File: src/rtl/pcm_rx_pkg.sv
package pcm_rx_pkg;
  localparam int SAMPLE_W = 24;

  localparam logic [2:0] FMT_RJ16 = 3'd0;
  localparam logic [2:0] FMT_RJ20 = 3'd1;
  localparam logic [2:0] FMT_LJ24 = 3'd2;
  localparam logic [2:0] FMT_I2S  = 3'd3;
  localparam logic [2:0] FMT_RJ24 = 3'd4;

  typedef struct packed {
    logic       right_just;
    logic       delayed;
    logic [4:0] len;
  } fmt_info_t;

  function automatic fmt_info_t decode_fmt(input logic [2:0] code);
    fmt_info_t f;
    f.right_just = 1'b0;
    f.delayed    = 1'b0;
    f.len        = 5'd24;
    case (code)
      FMT_RJ16: begin f.right_just = 1'b1; f.len = 5'd16; end
      FMT_RJ20: begin f.right_just = 1'b1; f.len = 5'd20; end
      FMT_RJ24: begin f.right_just = 1'b1; f.len = 5'd24; end
      FMT_I2S:  f.delayed = 1'b1;
      default:  ;
    endcase
    return f;
  endfunction

  function automatic logic [SAMPLE_W-1:0] sext_word(input logic [SAMPLE_W-1:0] raw,
                                                    input logic [4:0] len);
    logic [SAMPLE_W-1:0] r;
    case (len)
      5'd16:   r = {{(SAMPLE_W-16){raw[15]}}, raw[15:0]};
      5'd20:   r = {{(SAMPLE_W-20){raw[19]}}, raw[19:0]};
      default: r = raw;
    endcase
    return r;
  endfunction
endpackage

File: src/rtl/pcm_edge_sync.sv
module pcm_edge_sync #(
  parameter int W      = 3,
  parameter int STAGES = 2
) (
  input  logic         clk,
  input  logic         rst,
  input  logic [W-1:0] d_i,
  output logic [W-1:0] q_o,
  output logic         rise_o
);
  logic [W-1:0] chain [STAGES];
  logic         prev_q;

  always_ff @(posedge clk) begin
    if (rst) chain[0] <= '0;
    else     chain[0] <= d_i;
  end

  for (genvar s = 1; s < STAGES; s++) begin : g_stage
    always_ff @(posedge clk) begin
      if (rst) chain[s] <= '0;
      else     chain[s] <= chain[s-1];
    end
  end

  always_ff @(posedge clk) begin
    if (rst) prev_q <= 1'b0;
    else     prev_q <= chain[STAGES-1][0];
  end

  assign q_o    = chain[STAGES-1];
  assign rise_o = chain[STAGES-1][0] & ~prev_q;
endmodule

File: src/rtl/pcm_framer.sv
module pcm_framer
  import pcm_rx_pkg::*;
#(
  parameter int SHW  = 32,
  parameter int CNTW = 6
) (
  input  logic                clk,
  input  logic                rst,
  input  logic                bit_rise,
  input  logic                ws_s,
  input  logic                sd_s,
  input  logic [2:0]          fmt,
  output logic                word_stb,
  output logic                word_left,
  output logic [SAMPLE_W-1:0] word_data
);
  localparam logic [CNTW-1:0] CMAX = '1;

  logic [SHW-1:0]  shreg;
  logic [SHW-1:0]  sh_next;
  logic [CNTW-1:0] cnt, cnt_next, lj_target;
  logic            ws_prev, started, seen_edge;
  logic            ws_edge, lj_hit, rj_hit;
  fmt_info_t       fi;

  always_comb begin
    fi        = decode_fmt(fmt);
    ws_edge   = started && (ws_s != ws_prev);
    sh_next   = {shreg[SHW-2:0], sd_s};
    if (ws_edge)          cnt_next = CNTW'(1);
    else if (cnt == CMAX) cnt_next = cnt;
    else                  cnt_next = cnt + CNTW'(1);
    lj_target = fi.delayed ? CNTW'(SAMPLE_W + 1) : CNTW'(SAMPLE_W);
    lj_hit    = started && !fi.right_just && (cnt_next == lj_target);
    rj_hit    = fi.right_just && ws_edge && seen_edge;
  end

  always_ff @(posedge clk) begin
    if (rst) begin
      shreg     <= '0;
      cnt       <= CMAX;
      ws_prev   <= 1'b0;
      started   <= 1'b0;
      seen_edge <= 1'b0;
      word_stb  <= 1'b0;
      word_left <= 1'b0;
      word_data <= '0;
    end else begin
      word_stb <= 1'b0;
      if (bit_rise) begin
        shreg   <= sh_next;
        ws_prev <= ws_s;
        started <= 1'b1;
        if (started) begin
          cnt <= cnt_next;
          if (ws_edge) seen_edge <= 1'b1;
        end
        if (rj_hit) begin
          word_stb  <= 1'b1;
          word_left <= ws_prev;
          word_data <= sext_word(shreg[SAMPLE_W-1:0], fi.len);
        end else if (lj_hit) begin
          word_stb  <= 1'b1;
          word_left <= fi.delayed ? ~ws_s : ws_s;
          word_data <= sh_next[SAMPLE_W-1:0];
        end
      end
    end
  end
endmodule

File: src/rtl/pcm_pair_out.sv
module pcm_pair_out
  import pcm_rx_pkg::*;
(
  input  logic                clk,
  input  logic                rst,
  input  logic                word_stb,
  input  logic                word_left,
  input  logic [SAMPLE_W-1:0] word_data,
  output logic [SAMPLE_W-1:0] left_o,
  output logic [SAMPLE_W-1:0] right_o,
  output logic                valid_o
);
  logic [SAMPLE_W-1:0] left_hold;

  always_ff @(posedge clk) begin
    if (rst) begin
      left_hold <= '0;
      left_o    <= '0;
      right_o   <= '0;
      valid_o   <= 1'b0;
    end else begin
      valid_o <= 1'b0;
      if (word_stb) begin
        if (word_left) begin
          left_hold <= word_data;
        end else begin
          left_o  <= left_hold;
          right_o <= word_data;
          valid_o <= 1'b1;
        end
      end
    end
  end
endmodule

File: src/rtl/pcm_serial_rx.sv
module pcm_serial_rx
  import pcm_rx_pkg::*;
#(
  parameter int SYNC_STAGES = 2,
  parameter int SHIFT_W     = 32,
  parameter int CNT_W       = 6
) (
  input  logic                clk,
  input  logic                rst,
  input  logic                bclk_i,
  input  logic                fclk_i,
  input  logic                sdata_i,
  input  logic [2:0]          fmt_i,
  output logic [SAMPLE_W-1:0] left_o,
  output logic [SAMPLE_W-1:0] right_o,
  output logic                valid_o
);
  localparam int LINES = 3;

  logic [LINES-1:0]    lines_s;
  logic                bit_rise;
  logic                w_stb, w_left;
  logic [SAMPLE_W-1:0] w_data;

  pcm_edge_sync #(.W(LINES), .STAGES(SYNC_STAGES)) u_sync (
    .clk(clk), .rst(rst),
    .d_i({sdata_i, fclk_i, bclk_i}),
    .q_o(lines_s), .rise_o(bit_rise)
  );

  pcm_framer #(.SHW(SHIFT_W), .CNTW(CNT_W)) u_framer (
    .clk(clk), .rst(rst), .bit_rise(bit_rise),
    .ws_s(lines_s[1]), .sd_s(lines_s[2]), .fmt(fmt_i),
    .word_stb(w_stb), .word_left(w_left), .word_data(w_data)
  );

  pcm_pair_out u_out (
    .clk(clk), .rst(rst),
    .word_stb(w_stb), .word_left(w_left), .word_data(w_data),
    .left_o(left_o), .right_o(right_o), .valid_o(valid_o)
  );
endmodule

File: config.mk
export PLATFORM = sky130hd
export DESIGN_NAME = pcm_serial_rx
export DESIGN_NICKNAME = d
export VERILOG_FILES = /design/src/rtl/pcm_rx_pkg.sv /design/src/rtl/pcm_edge_sync.sv /design/src/rtl/pcm_framer.sv /design/src/rtl/pcm_pair_out.sv /design/src/rtl/pcm_serial_rx.sv
export SDC_FILE = /design/constraint.sdc
export NUM_CORES = 1
export LEC_CHECK = 0
export BUFFER_PORTS_ARGS = -buffer_cell sky130_fd_sc_hd__buf_2
export CAP_MARGIN = 25
export CORE_MARGIN = 2
export CORE_UTILIZATION = 35
export DETAILED_ROUTE_END_ITERATION = 8
export PLACE_DENSITY = 0.61
export SLEW_MARGIN = 30
export SYNTH_ARGS = -nofsm -noshare
export SYNTH_HDL_FRONTEND = slang
export SYNTH_SLANG_ARGS = --single-unit
File: constraint.sdc
create_clock -name clk -period 4.9 [get_ports clk]
set_clock_uncertainty 0.1 [all_clocks]
set_input_delay 0.245 -clock clk [delete_from_list [all_inputs] [get_ports clk]]
set_output_delay 0.245 -clock clk [all_outputs]
set_load 0.005 [all_outputs]
==> summary.md <==
| Metric | Value |
|---|---|
| DRT iter0 DRCs | 270 |
| CTS sink count | 139 |
| Drt via density | 4.81 |
| Antenna Cells | 0 |
| Core footprint | 15,800 µm² |
| Total track usage | 14.9% |
| First-pass DRT Iterations | 4 |
| Fmax | 0.329 GHz |
| Die Area | 17,000 µm² |
| Reg-to-Reg End | u_framer.word_data[1] |
| Ports | 57 |
| Final Hold Viols | 0 |
| Post-synthesis area per instance | 8.08 µm² |
| Die Wd | 130 µm |
| Max_slew headroom | 42.2% |
| Vias | 4,601 |
| Flop and latch count out of synthesis | 139 |
| Share of synthesized registers carrying an async set or reset | 0% |
| Max Slew Vio Count | 0 |
| Setup TNS Final | 0 ns |
| Share of cells above drive strength 1 | 16.1% |
| Nets@finish | 737 |
| Max IR drop VDD | 0.242 mV |
| Gpl congestion | 0.803 |
| Count of cell types in the netlist | 45 |
| Non-filler cells, final | 957 |
| Post-synthesis cell area | 5590 µm² |
| R2r startpoint | u_framer.cnt[0] |
| Share of the synthesized area in the top cell type | 49.8% |
| Largest net degree at the start of global routing | 62 |
| Top cell type by total area after synthesis | dfxtp_1 |
| Status | complete, no violations |
| Busiest grt layer | met2 |
| Maximum clock path buffer count | 2 |
| # port buffers | 56 |
| CTS tree | done |
| Ys flop type | dfxtp_1 |
| Slack of the worst reg-to-reg path | 1.86 ns |
| PwrDens | 376 nW/µm² |
| Met2 GRT Util | 22.5% |
| Pleak | 2.45 nW |
| Synth area leaders | dfxtp_1 50%, nand2_1 16%, a21oi_1 12% |
| Crit Path Class | register to register |
| Syn_nets | 700 |
| WHS | 0.228 ns |
| Later-pin clock latency in the skew report | 0.42 ns |
| Clock root cell | clkbuf_16 |
| Final WL | 12,000 µm |
| Max Cap Viol | 0 |
| Met1 Usage GRT | 20.4% |
| WL per Instance | 12.5 µm |
| Number of synthesized flops with an enable pin | 0 |
| Worst-path clk slew | 0.06 ns |
| Area growth, synth to finish | 19.3% |
| Slew @ Worst Pin | 0.867 ns |
| Post-layout util | 42.3% |
| Commonest cells in the netlist | 240 x nand2_1, 139 x dfxtp_1, 130 x a21oi_1, 35 x clkbuf_1, 30 x nor2b_1 |
| DRC | 0 |
| CTS H-tree depth | 4 |
| Reg2Reg Depth | 7 |
| Worst EP arrival | 3.24 ns |
| DRT antenna net count | 0 |
| Yosys warns | 0 |
| Period minus WS final | 3.04 ns |
| Global-route wire length before repair | 20,100 µm |
| Placed Cells incl. Taps | 922 |
| Initial Util | 35.4% |
| Final HPWL DP | 7410 µm |
| Hold/Removal Path Class | primary input to register |
| Die H | 130 µm |
| Hold EP | u_framer.seen_edge |
| Num CTS Buffers | 17 |
| GR Layer Usage met3 | 4.14% |
| Vias in the first global route | 4,099 |
| FP Rows | 46 |
| HP Start | rst |
| Cells after Synth | 691 |
| RSZ-0062 raised after global routing | no |
| Startpoint class of the critical path | register |
| Count leader, synth | nand2_1 |
| Req. time, crit path | 5.10 ns |
| CP startpoint | u_framer.cnt[0] |
| Crit Path Max Fanout | 23 |
| Congestion Overflow GR | 0 |
| Crit. End Element | register |
| Final setup vio count | 0 |
| Worst Hold Path Cells | 2 |
| Initial antenna violation count | 0 |
| Final worst path period share | 62.0% |
| Register area share after synthesis | 49.8% |
## final cells by class
type	count	area, µm²
sequential	139	2780
clock buffer	21	470
fill	1652	9100
tap	216	270
clock inverter	11	141
inverter	6	22.5
multi-input combinational	498	2590
timing repair buffer	66	385
## worst max-delay path by stage
stage                                        end  slack [ns]  cells past startpoint
after floorplan           u_framer.word_data[10]        2.07                      8
after global placement     u_framer.word_data[1]        1.94                      7
after detailed placement   u_framer.word_data[1]        1.90                      7
after CTS                  u_framer.word_data[1]        1.87                      7
after global routing       u_framer.word_data[0]        1.69                      7
final                      u_framer.word_data[1]        1.86                      7
## metrics by stage
stage | worst slack (ns) | total power, mW | cell area [µm²]
final | 1.86 | 2.51 | 6670
after global routing | 1.69 | 2.59 | 6670
after CTS | 1.87 | 2.53 | 6660
after detailed placement | 1.90 | 1.21 | 6020
after global placement | 1.94 | 1.21 | 5990
after floorplan | 2.07 | 1.20 | 5590
## sequential cells by signal (all words and copies together), names as in the netlist
signal	flops
u_framer.ws_prev	1
u_out.left_o	24
u_framer.shreg	24
u_framer.started	1
u_framer.seen_edge	1
u_sync.chain	6
u_framer.word_left	1
u_framer.cnt	6
u_sync.prev_q	1
u_framer.word_data	24
u_out.right_o	24
u_out.left_hold	24
u_framer.word_stb	1
u_out.valid_o	1
## worst max-delay path, stage by stage, from the launching register on
cell and delay [ns]:
dfxtp_1 0.48, ha_1 0.30, nand2b_1 0.15, or4_4 0.43
o31a_1 0.30, or4_1 0.51, buf_4 0.28, mux2_1 0.36
## metal layers
layer  share of wire, %  wire length, µm  up-vias
met4                1.3              153        0
met3                3.6              427       13
met1                 51             6110     2120
met5                  0                0        -
li1                   -                -     2381
met2                 44             5310       87
## what timing repair did
item                      in CTS  in global routing
gates resized for setup        0                  0
buffers inserted               0                  0
hold buffers                   3                  0
hold endpoints to repair       3                  0
## power breakdown
part	internal (mW)	switching [mW]	leakage (nW)
registers	1.13	0.00304	1.12
clock network	0.838	0.478	0.295
logic	0.0132	0.0389	1.03
total	1.99	0.520	2.45
## kinds of logic (layout without fill, tap and decap cells)
kind of cell / count (synthesis) / in the layout / synth area share, %
AO/OA/AOI/OAI: 163 / 163 / 16.1
XOR/XNOR: 4 / 4 / 0.627
multiplexers: 23 / 23 / 5.80
buffers and inverters: 54 / 104 / 4.05
flip-flops: 139 / 139 / 49.8
AND/OR/NAND/NOR: 307 / 307 / 23.4
adder cells (fa/ha/maj): 1 / 1 / 0.224
## placed cells by master (no fill, tap or decap), drive strengths merged, types with 2 or more instances in the layout
cell type,n
nand2,240
dfxtp,139
a21oi,130
buf,63
nor2b,30
mux2,21
clkbuf,21
nor2,11
o21ai,8
inv,7
o211ai,6
or4,5
nand3,4
o221ai,4
or3,4
clkinv,4
nand2b,4
a31o,3
clkinvlp,3
bufinv,3
dlygate4sd3,3
xnor2,2
xor2,2
mux2i,2
nor3,2
and4,2
Note: power is estimated with default switching activity, not from simulation.
